[src/rtl/alu_pkg.sv]
package alu_pkg;

    typedef enum logic [1:0] {
        SEL_AND   = 2'b00,
        SEL_OR    = 2'b01,
        SEL_ARITH = 2'b10,
        SEL_NONE  = 2'b11
    } alu_sel_e;

    typedef struct packed {
        logic c;
        logic v;
        logic n;
        logic z;
    } alu_flags_t;

endpackage

[src/rtl/alu_operand_prep.sv]
module alu_operand_prep
    import alu_pkg::*;
#(
    parameter int W = 4
) (
    input  logic [W-1:0] a_i,
    input  logic [W-1:0] b_i,
    input  logic         inv_a_i,
    input  logic         inv_b_i,
    input  alu_sel_e     sel_i,
    input  logic         sub_i,
    output logic [W-1:0] opa_o,
    output logic [W-1:0] opb_o,
    output logic         cin_o
);

    typedef struct packed {
        logic         flip_a;
        logic         flip_b;
        logic [W-1:0] opa;
        logic [W-1:0] opb;
        logic         cin;
    } prep_t;

    prep_t prep_d;

    always_comb begin
        prep_d        = '0;
        prep_d.flip_a = inv_a_i;
        // subtract complements the second operand on the adder path only
        prep_d.flip_b = inv_b_i | ((sel_i == SEL_ARITH) & sub_i);
        prep_d.opa    = prep_d.flip_a ? ~a_i : a_i;
        prep_d.opb    = prep_d.flip_b ? ~b_i : b_i;
        // one complemented operand needs +1 to become a negation
        prep_d.cin    = (sel_i == SEL_ARITH) & (prep_d.flip_a ^ prep_d.flip_b);
    end

    assign opa_o = prep_d.opa;
    assign opb_o = prep_d.opb;
    assign cin_o = prep_d.cin;

endmodule

[src/rtl/alu_ripple_adder.sv]
module alu_ripple_adder #(
    parameter int W = 4
) (
    input  logic [W-1:0] x_i,
    input  logic [W-1:0] y_i,
    input  logic         cin_i,
    output logic [W-1:0] sum_o,
    output logic         c_top_in_o,
    output logic         c_out_o
);

    logic [W:0] carry_d;

    assign carry_d[0] = cin_i;

    for (genvar g = 0; g < W; g++) begin : g_stage
        logic prop_d;
        assign prop_d       = x_i[g] ^ y_i[g];
        assign sum_o[g]     = prop_d ^ carry_d[g];
        assign carry_d[g+1] = (x_i[g] & y_i[g]) | (prop_d & carry_d[g]);
    end

    assign c_top_in_o = carry_d[W-1];
    assign c_out_o    = carry_d[W];

endmodule

[src/rtl/alu_result_sel.sv]
module alu_result_sel
    import alu_pkg::*;
#(
    parameter int W = 4
) (
    input  alu_sel_e     sel_i,
    input  logic [W-1:0] opa_i,
    input  logic [W-1:0] opb_i,
    input  logic [W-1:0] sum_i,
    input  logic         c_top_in_i,
    input  logic         c_out_i,
    output logic [W-1:0] res_o,
    output alu_flags_t   flags_o
);

    typedef struct packed {
        logic [W-1:0] res;
        alu_flags_t   flags;
    } out_t;

    out_t out_d;

    always_comb begin
        out_d = '0;
        unique case (sel_i)
            SEL_AND:   out_d.res = opa_i & opb_i;
            SEL_OR:    out_d.res = opa_i | opb_i;
            SEL_ARITH: begin
                out_d.res     = sum_i;
                out_d.flags.c = c_out_i;
                out_d.flags.v = c_top_in_i ^ c_out_i;
            end
            default:   out_d.res = '0;
        endcase
        out_d.flags.n = out_d.res[W-1];
        out_d.flags.z = ~|out_d.res;
    end

    assign res_o   = out_d.res;
    assign flags_o = out_d.flags;

endmodule

[src/rtl/inv_alu.sv]
module inv_alu
    import alu_pkg::*;
#(
    parameter int W = 4
) (
    input  logic [W-1:0] a_i,
    input  logic [W-1:0] b_i,
    input  logic         inv_a_i,
    input  logic         inv_b_i,
    input  logic [1:0]   sel_i,
    input  logic         sub_i,
    output logic [W-1:0] res_o,
    output logic         c_o,
    output logic         v_o,
    output logic         n_o,
    output logic         z_o
);

    alu_sel_e     sel_d;
    logic [W-1:0] opa_d;
    logic [W-1:0] opb_d;
    logic         cin_d;
    logic [W-1:0] sum_d;
    logic         c_top_in_d;
    logic         c_out_d;
    alu_flags_t   flags_d;

    assign sel_d = alu_sel_e'(sel_i);

    alu_operand_prep #(.W(W)) u_prep (
        .a_i     (a_i),
        .b_i     (b_i),
        .inv_a_i (inv_a_i),
        .inv_b_i (inv_b_i),
        .sel_i   (sel_d),
        .sub_i   (sub_i),
        .opa_o   (opa_d),
        .opb_o   (opb_d),
        .cin_o   (cin_d)
    );

    alu_ripple_adder #(.W(W)) u_add (
        .x_i        (opa_d),
        .y_i        (opb_d),
        .cin_i      (cin_d),
        .sum_o      (sum_d),
        .c_top_in_o (c_top_in_d),
        .c_out_o    (c_out_d)
    );

    alu_result_sel #(.W(W)) u_sel (
        .sel_i      (sel_d),
        .opa_i      (opa_d),
        .opb_i      (opb_d),
        .sum_i      (sum_d),
        .c_top_in_i (c_top_in_d),
        .c_out_i    (c_out_d),
        .res_o      (res_o),
        .flags_o    (flags_d)
    );

    assign c_o = flags_d.c;
    assign v_o = flags_d.v;
    assign n_o = flags_d.n;
    assign z_o = flags_d.z;

endmodule

[config.mk]
export PLATFORM = sky130hd
export DESIGN_NAME = inv_alu
export DESIGN_NICKNAME = d
export VERILOG_FILES = /design/src/rtl/alu_pkg.sv /design/src/rtl/alu_operand_prep.sv /design/src/rtl/alu_ripple_adder.sv /design/src/rtl/alu_result_sel.sv /design/src/rtl/inv_alu.sv
export SDC_FILE = /design/constraint.sdc
export NUM_CORES = 1
export LEC_CHECK = 0
export BUFFER_PORTS_ARGS = -buffer_cell sky130_fd_sc_hd__buf_2
export CORE_AREA = 2 2 39 41
export DETAILED_ROUTE_END_ITERATION = 6
export DIE_AREA = 0 0 41 43
export PLACE_DENSITY = 0.71
export RECOVER_POWER = 100
export SYNTH_ARGS = -nofsm -noshare
export SYNTH_HDL_FRONTEND = slang
export SYNTH_HIERARCHICAL = 1
export SYNTH_SLANG_ARGS = --single-unit
[constraint.sdc]
create_clock -name vclk -period 3.7
set_input_delay 0.37 -clock vclk [all_inputs]
set_output_delay 0.37 -clock vclk [all_outputs]
set_load 0.005 [all_outputs]
==> metrics.md, run 1 <==
| Metric | Value |
|---|---|
| Post-synth top cells | 11 x inv_1, 5 x and2_1 |
| Crit. End Element | output port |
| Power density over cell area | 168 nW/um2 |
| Initial antenna violation count | 0 |
| Iter 0 DRT Violations | 2 |
| Die area | 1760 um2 |
| Cts hold-fix bufs | 0 |
| Initial core utilization | 31.8% |
| Final worst setup slack | 0.251 ns |
| First drt pass iteration count | 3 |
| Post-synthesis sequential area ratio | 0% |
| Cell variety after synth | 18 |
| Final hold vios | 0 |
| F_max | 290 MHz |
| Die Ht | 43 um |
| Register area | 0 um2 |
| Post-layout nets | 94 |
| Clock buffer count | 0 |
| CP peak stage delay | 0.40 ns |
| Post-DP HPWL | 816 um |
| Minimum clock period | 3.45 ns |
| Most common cell in the synthesized netlist | inv_1 |
| CP arrival | 3.08 ns |
| Leakage | 0.284 nW |
| Final setup violation count | 0 |
| Gpl congestion | 0.688 |
| Layout cells sized above 1 | 38.7% |
| RSZ-0062 raised after global routing | false |
| Grt ovf | 0 |
| Number of synthesis warnings | 6 |
| Gate Count Post-Synth | 55 |
| Core area | 1380 um2 |
| Post-synth top area cell | fa_1 |
| Post-DRT Antenna Nets | 0 |
| Hold WC Path Type | input pin to output port |
| Slew HR | 71.1% |
| Crit path launch type | input pin |
| Worst VDD drop | 50.5 uV |
| Vias in the first global route | 414 |
| Fin crit share | 93.2% |
| Seq_cells | 0 |
| Vias/cell | 4.86 |
| Multi-input gate area | 379 um2 |
| Syn_nets | 72 |
| Worst slack, placed | 0.103 ns |
| Mapped Avg Cell Area | 8.01 um2 |
| IO Count | 21 |
| First-pass GRT wire length | 1570 um |
| Ant. Diodes | 0 |
| Final Routed Wirelength | 943 um |
| Largest net degree at the start of global routing | 13 |
| Peak fanout along the critical path | 12 |
| Slowest CP cell | fa_1 |
| Cell Area, Synth | 440 um2 |
| # Max-Cap Violations | 0 |
| # port buffers | 21 |
| WL/cell | 10.4 um |
| Cell Chain, Critical Path | buf_4 -> nand3b_1 -> a211oi_2 -> inv_1 -> fa_2 -> inv_2 -> fa_1 -> inv_1 -> fa_2 -> inv_2 -> fa_1 -> a22o_1 -> nor4_2 -> buf_2 |
| WP data required | 3.33 ns |
| Die X | 41 um |
| Synth top area cells | fa_1 18%, inv_1 9.4%, and4b_1 9.1% |
| Filler cells | 149 |
| Post-route DRC violation count | 0 |
| Vias | 442 |
| Row count | 14 |
| Crit path kind | input pin to output port |
| Worst-Margin Slew | 0.430 ns |
| Total track usage | 11.9% |
| Status | finished, final reports clean |
| Setup TNS | 0 ns |
| Buf/Inv on CP | 6 |
| Synth-to-layout area growth | 27.6% |
| Pins Over Slew Limit | 0 |
| Top cell type's share of synthesized area | 18.2% |
| CP delay by family, top | adder cells |
per-stage QoR:
step	hold slack (ns)	util, %	instance area [um2]	std cells	power [mW]
6_report	1.04	40.6	562	91	0.0946
5_1_grt	1.07	40.6	562	91	0.109
4_1_cts	1.13	39.2	543	90	0.0905
3_5_place_dp	1.13	39.2	543	90	0.0904
3_3_place_gp	1.13	39.2	543	90	0.0862
2_1_floorplan	0.776	-	440	55	0.0628
placed cells by master (no fill, tap or decap):
cell type | synthesis | final
a211oi_1 | 4 | 3
a211oi_2 | 0 | 1
a22o_1 | 4 | 4
and2_1 | 5 | 5
and4b_1 | 4 | 4
and4bb_2 | 1 | 1
buf_2 | 0 | 19
buf_4 | 1 | 3
clkbuf_1 | 0 | 1
fa_1 | 4 | 2
fa_2 | 0 | 2
inv_1 | 11 | 9
inv_2 | 0 | 2
maj3_1 | 4 | 4
nand3b_1 | 1 | 1
nor2_1 | 4 | 4
nor2b_1 | 1 | 1
nor3_1 | 2 | 2
nor4_2 | 1 | 1
o21ai_0 | 1 | 1
xnor2_1 | 1 | 1
xor2_1 | 4 | 4
final timing paths:
kind	from	to	slack, ns	depth (start not counted)
worst max-delay path	sel_i[0]	z_o	0.25	14
worst min-delay path	sel_i[0]	v_o	1.04	3
where the power goes:
| part | switching (mW) | leakage, nW | internal (mW) |
|---|---|---|---|
| combinational | 0.0472 | 0.284 | 0.0474 |
| sequential | 0 | 0 | 0 |
| clock | 0 | 0 | 0 |
cells by family (layout without fill, tap and decap cells):
group,count (synthesis),count (layout),synth area share (%)
XOR/XNOR,5,5,9.94
AND/OR/NAND/NOR,19,19,30.7
AO/OA/AOI/OAI,9,9,15.9
buffers and inverters,14,34,16.2
adder cells (fa/ha/maj),8,8,27.3
area by class of cell:
type	instances	area share (%)
inverter	11	7.35
multi-input combinational	41	67.5
tap	16	3.56
timing repair buffer	23	21.6
routing by layer:
metal,GRT usage [%],up-vias,wire length (um)
li1,-,229,-
met1,15.8,198,416
met2,21.6,15,459
met5,0,-,0
met4,0,0,0
met3,0,0,67
repair_timing:
item / CTS / global route
setup buffers: 0 / 1
resized for setup: 0 / 7
setup endpoints to repair: 0 / 1
No activity file was read; power rests on OpenSTA's default activity.
==> inputs of run 2 (changes only) <==
Settings changed: ABC_AREA set to 1, PLACE_DENSITY 0.71 to 0.8.
Clock period 3.7 ns to 2.8 ns, I/O delays scaled along.
==> run 2 against run 1 <==
Non-clock buffer count grew 18. The run now ends with setup timing left. Cell area rose by 47%. Hold slack better by 0.056 ns. Count of clock-buffer cells in the layout is the same. Largest cell class unchanged. Cell count up 78%. Highest routed layer unchanged. Routed wire length increased by 19%. Sequential share of layout area did not move.
==> metrics.md, run 2 <==
| Metric | Value |
|---|---|
| Vias in the first global route | 589 (+42%) |
| WHS | 1.10 ns (+0.0564 ns) |
| Hold Path Stages | 6 (+3) |
| Fin crit share | 105% |
| Die X | 41 um (unchanged) |
| First drt pass iteration count | 4 (+1) |
| Largest net degree at the start of global routing | 7 (-6) |
| # port buffers | 21 (unchanged) |
| Mapped Avg Cell Area | 4.84 um2 (-40%) |
| Ant. Diodes | 0 (unchanged) |
| Cell Area, Synth | 518 um2 (+18%) |
| Post-DP HPWL | 949 um (+16%) |
| Initial antenna violation count | 0 (unchanged) |
| Post-DRT Antenna Nets | 0 (unchanged) |
| Initial core utilization | 37.4% (+5.6 points) |
| Grt ovf | 0 (unchanged) |
| Worst-Margin Slew | 0.315 ns (-0.116 ns) |
| Status | complete, but fails checks |
| F_max | 341 MHz |
| WL/cell | 6.94 um (-33%) |
| Leakage | 0.597 nW (+110%) |
| Power density over cell area | 220 nW/um2 (+30%) |
| Gpl congestion | 0.734 (+6.8%) |
| Post-synth top area cell | inv_1 |
| Die Ht | 43 um (unchanged) |
| Clock buffer count | 0 (unchanged) |
| Final setup violation count | 3 (+3) |
| Setup TNS | -0.269 ns (-0.269 ns) |
| Commonest non-fill, non-tap cell in the layout | nand2_1 |
| Row count | 14 (unchanged) |
| Post-layout nets | 165 (+76%) |
| Register area | 0 um2 (unchanged) |
| Failing checks | setup timing |
| Final hold vios | 0 (unchanged) |
| Post-route DRC violation count | 0 (unchanged) |
| Top cell type's share of synthesized area | 27.5% (+9.4 points) |
| Post-synthesis sequential area ratio | 0% (unchanged) |
| Layout cells sized above 1 | 41.1% (+2.4 points) |
| Gate Count Post-Synth | 107 (+95%) |
| Number of synthesis warnings | 6 (unchanged) |
| Slew HR | 78.9% (+7.8 points) |
| Synth-to-layout area growth | 59.4% |
| Crit. End Element | output port |
| IO Count | 21 (unchanged) |
| Vias/cell | 3.86 (-20%) |
| # Max-Cap Violations | 0 (unchanged) |
| Most frequent cells in the layout | 34 x nand2_1, 32 x inv_1, 20 x buf_2, 20 x buf_4, 14 x nor2_1 |
| Crit path kind | input pin to output port |
| Pins Over Slew Limit | 0 (unchanged) |
| Final Routed Wirelength | 1130 um (+19%) |
| CP arrival | 2.66 ns (-0.42 ns) |
| First-pass GRT wire length | 2010 um (+29%) |
| Worst slack, placed | -0.261 ns (-0.364 ns) |
| RSZ-0062 raised after global routing | true |
| Cts hold-fix bufs | 0 (unchanged) |
| Cell variety after synth | 13 (-5) |
| Worst VDD drop | 91.9 uV (+82%) |
| Core area | 1380 um2 (unchanged) |
| Vias | 626 (+42%) |
| Post-synth top cells | 38 x inv_1, 36 x nand2_1, 15 x nor2_1 |
| Minimum clock period | 2.94 ns |
| WP data required | 2.52 ns (-0.81 ns) |
| Most common cell in the synthesized netlist | inv_1 |
| Syn_nets | 124 (+72%) |
| Total track usage | 15.3% (+3.5 points) |
| Iter 0 DRT Violations | 4 (+2) |
| Die area | 1760 um2 (unchanged) |
| Seq_cells | 0 (unchanged) |
| Synth top area cells | inv_1 28%, nand2_1 26%, fa_1 15% |
| Crit path launch type | input pin |
| Hold WC Path Type | input pin to output port |
| Peak fanout along the critical path | 3 (-9) |
| Final worst setup slack | -0.136 ns (-0.386 ns) |
run 2: changes by cell type after synthesis, sizes merged, moves of 2 or more:
cell	change
nor3	-2
nand2	+37
and4b	-4
a211oi	-4
nor2	+11
nand3	+2
a22o	-4
maj3	-4
and2	-5
inv	+30
run 2: worst max-delay path, stage by stage:
cell     delay [ns]
buf_8          0.10
inv_4          0.04
nand3_4        0.08
nand2_4        0.09
nand2_1        0.06
nand2_2        0.07
inv_2          0.04
fa_2           0.35
inv_2          0.06
fa_2           0.18
inv_2          0.04
fa_2           0.33
inv_2          0.07
fa_1           0.40
inv_1          0.06
nor2_1         0.03
nor2_1         0.11
nand2_1        0.07
nor2_1         0.07
buf_2          0.11
run 2: area by class of cell:
type	instances	area, um2
Fill cell	141	558
Tap cell	16	20.0
Timing Repair Buffer	41	265
Inverter	41	159
Multi-Input combinational cell	64	382
run 2: path summary, 6_finish.rpt:
| check | from | endpoint | slack [ns] |
|---|---|---|---|
| hold / removal | sel_i[0] | c_o | 1.10 |
| setup / recovery | sel_i[0] | z_o | -0.14 |
run 2: metrics by stage:
stage               instance area (um2)  power, mW  cells  util (%)
floorplan                           541      0.105    107         -
global placement                    711      0.150    151      51.4
detailed placement                  711      0.156    151      51.4
CTS                                 818      0.180    162      59.1
global route                        826      0.211    162      59.7
finish                              826      0.181    162      59.7
run 2: logic make-up (layout without fill, tap and decap cells):
family                     Yosys count  count (layout)  share of synthesized area [%]
AOI/OAI and AO/OA                    1               1                          0.965
adders and majority gates            4               4                           15.5
buffers and inverters               43              82                           33.1
xor gates and xnor gates             5               5                           8.45
and+or+nand+nor                     54              54                           42.0
run 2: where the power goes:
part           leakage (nW)  internal, mW  total (mW)  switching, mW
Sequential                0             0           0              0
Clock                     0             0           0              0
Combinational         0.597        0.0917       0.181         0.0897
Total                 0.597        0.0917       0.181         0.0897
run 2: routing by layer:
metal | routed length (um) | GRT usage [%] | up-vias
met5 | 0 | 0 | -
met4 | 0 | 0 | 0
met3 | 34 | 0 | 0
met2 | 614 | 31.6 | 11
met1 | 476 | 16.6 | 256
li1 | - | - | 359
run 2: repair_timing:
action                                  in CTS  in global routing
endpoints found under the setup margin       4                  5
resized for setup                            6                  4
pin swaps                                   10                  4
setup buffers                               11                  0
==> inputs of run 3 (changes only) <==
Settings changed: CORE_AREA 2 2 39 41 to unset, CORE_MARGIN set to 2, CORE_UTILIZATION set to 40, DIE_AREA 0 0 41 43 to unset, PLACE_DENSITY 0.8 to 0.81, SYNTH_HIERARCHICAL 1 to unset.
==> run 3 against run 2 <==
The run still ends with setup timing left. Global-route usage up 0.28 points. Largest power group unchanged. Cell count down 23%. Critical endpoint unchanged. Sequential share of layout area unchanged. Setup slack worse by 0.23 ns. Combinational power up 8%. Flip-flop and latch count unchanged.
==> metrics.md, run 3 <==
| Metric | Value |
|---|---|
| F_max | 315 MHz (-7.4%) |
| Total track usage | 15.6% (+0.28 points) |
| Final setup violation count | 5 (+2) |
| # port buffers | 21 (unchanged) |
| Register area | 0 um2 (unchanged) |
| CP delay by family, top | adder cells |
| Synth top area cells | ha_1 18%, fa_1 14%, xnor2_2 11% |
| Filler cells | 110 (-22%) |
| Post-synth top area cell | ha_1 |
| Seq_cells | 0 (unchanged) |
| Row count | 13 (-1) |
| Grt ovf | 0 (unchanged) |
| Gpl congestion | 0.671 (-8.6%) |
| Die area | 1740 um2 (-1.2%) |
| Post-DRT Antenna Nets | 0 (unchanged) |
| CP peak stage delay | 0.49 ns (+0.09 ns) |
| Inst Count DP | 121 (-20%) |
| Grt met2 use | 32.8% (+1.3 points) |
| Layout Utilization | 66.7% (+7.0 points) |
| Grt peak-use layer | met2 |
| Crit. path cell count | 17 (-15%) |
| Die X | 41.7 um (+1.8%) |
| Cts hold-fix bufs | 0 (unchanged) |
| Slowest CP cell | fa_1 |
| Worst-Margin Slew | 0.373 ns (+0.0587 ns) |
| Buf/Inv on CP | 4 (-4) |
| Top cell type's share of synthesized area | 17.6% (-10 points) |
| First drt pass iteration count | 1 (-3) |
| Commonest non-fill, non-tap cell in the layout | buf_2 |
| Pint | 0.102 mW (+12%) |
| Hold WC Path Type | input pin to output port |
| Met1 layer usage reported by global route | 18.2% (+1.5 points) |
| Most frequent cells in the layout | 19 x buf_2, 15 x inv_1, 14 x buf_4 |
| # Max-Cap Violations | 0 (unchanged) |
| Post-route DRC violation count | 0 (unchanged) |
| Vias in the first global route | 533 (-9.5%) |
| Most common cell in the synthesized netlist | inv_1 |
| Vias | 548 (-12%) |
| Post-synth top cells | 15 x inv_1, 12 x nor2_1, 9 x nand2_1 |
| Cell Chain, Critical Path | buf_12 -> inv_16 -> nand2_8 -> inv_6 -> nand2_4 -> nand2_8 -> xnor2_4 -> fa_2 -> fa_2 -> fa_2 -> fa_1 -> nand3b_1 -> nand2_1 -> nor2_2 -> nand2_1 -> nor2_1 -> buf_2 |
| Core area | 1320 um2 (-4.8%) |
| CP arrival | 2.89 ns (+0.23 ns) |
| Comb power frac | 100.0% (about the same) |
| Most used cell, CP | fa_2 |
| Post-layout nets | 136 (-18%) |
| Worst VDD drop | 147 uV (+60%) |
| Die Ht | 41.7 um (-3.0%) |
| Fin crit share | 113% (+8.4 points) |
| Sw frac | 47.8% (-1.6 points) |
| WP data required | 2.52 ns (about the same) |
| Pins Over Slew Limit | 0 (unchanged) |
| Crit path kind | input pin to output port |
| Clock buffer count | 0 (unchanged) |
| Worst Hold Endpoint | c_o |
| Status | complete, but fails checks |
| Failing checks | setup timing |
| Leakage | 0.494 nW (-17%) |
| Synth-to-layout area growth | 54.3% |
| Met3 Use GR | 0% (unchanged) |
| Hold Path Stages | 5 (-1) |
| Cell Count, Final, Fillers Out | 124 (-23%) |
| Power density over cell area | 223 nW/um2 (+1.7%) |
| First-pass GRT wire length | 2250 um (+12%) |
| Switch Pwr | 0.0939 mW (+4.6%) |
| Crit. End Element | output port |
| Peak fanout along the critical path | 3 (unchanged) |
| WL/cell | 10.2 um (+47%) |
| Clock share of power | 0% (unchanged) |
| Gate Count Post-Synth | 76 (-29%) |
| Cell variety after synth | 16 (+3) |
| Layout cells sized above 1 | 46.8% (+5.7 points) |
| Vias/cell | 4.42 (+14%) |
| Final hold vios | 0 (unchanged) |
| Syn_nets | 101 (-19%) |
| Final Routed Wirelength | 1270 um (+13%) |
| Multi-input gate area | 543 um2 (+42%) |
| Iter 0 DRT Violations | 0 (-4) |
| Final worst setup slack | -0.370 ns (-0.235 ns) |
| Slew HR | 74.9% (-4.0 points) |
| Crit path launch type | input pin |
| Cell Area, Synth | 569 um2 (+9.9%) |
| Ant. Diodes | 0 (unchanged) |
| Worst hold start | sel_i[1] |
| Mapped Avg Cell Area | 7.49 um2 (+55%) |
| Largest net degree at the start of global routing | 7 (unchanged) |
| Post-DP HPWL | 1070 um (+13%) |
| Seq pwr share | 0% (unchanged) |
| Post-synthesis sequential area ratio | 0% (unchanged) |
| Minimum clock period | 3.17 ns (+0.235 ns) |
| Number of synthesis warnings | 0 (-6) |
| Initial core utilization | 43.2% (+5.8 points) |
| RSZ-0062 raised after global routing | true |
| Initial antenna violation count | 0 (unchanged) |
| IO Count | 21 (unchanged) |
run 3: worst max path at each step:
stage | start | endpoint | slack [ns]
global placement | sel_i[0] | z_o | -0.49
CTS | sel_i[0] | z_o | -0.46
detailed placement | sel_i[0] | z_o | -0.54
floorplan | sel_i[0] | res_o[3] | -0.20
global route | sel_i[0] | z_o | -0.53
finish | sel_i[0] | z_o | -0.37
run 3: final cells by class:
type,instances,share of cell area (%)
well taps,15,2.14
inverters,17,9.69
repair buffers,35,26.4
multi-input cells,57,61.8
run 3: kinds of logic after synthesis:
kind of cell	synth area share [%]
simple gates	29.7
buf+inv	13.4
xor+xnor	25.3
fa+ha+maj	31.6
run 3: power by group through the flow:
stage               clock [mW]  combinational, mW  sequential [mW]
floorplan                    0              0.116                0
CTS                          0              0.193                0
global placement             0              0.174                0
global route                 0              0.224                0
detailed placement           0              0.184                0
finish                       0              0.196                0
run 3: what timing repair did:
item	in CTS	in global routing
pin swaps	11	11
endpoints found under the setup margin	6	6
endpoints found under the hold margin	0	0
gates resized for setup	10	2
setup buffers	2	1
gates cloned	0	0
run 3: per-stage QoR:
| step | setup WS, ns | hold WS [ns] | power (mW) | area [um2] | TNS [ns] |
|---|---|---|---|---|---|
| floorplan | -0.195 | 0.662 | 0.116 | 621 | -0.428 |
| global route | -0.534 | 1.03 | 0.224 | 878 | -1.81 |
| finish | -0.370 | 1.01 | 0.196 | 878 | -1.07 |
| global placement | -0.490 | 1.05 | 0.174 | 815 | -1.63 |
| detailed placement | -0.539 | 1.05 | 0.184 | 815 | -1.96 |
| CTS | -0.464 | 1.01 | 0.193 | 863 | -1.52 |
run 3: routing by layer:
metal | share of wire, % | routed length, um
met3 | 4.4 | 56
met1 | 39 | 495
met5 | 0 | 0
met4 | 0.79 | 10
met2 | 56 | 706
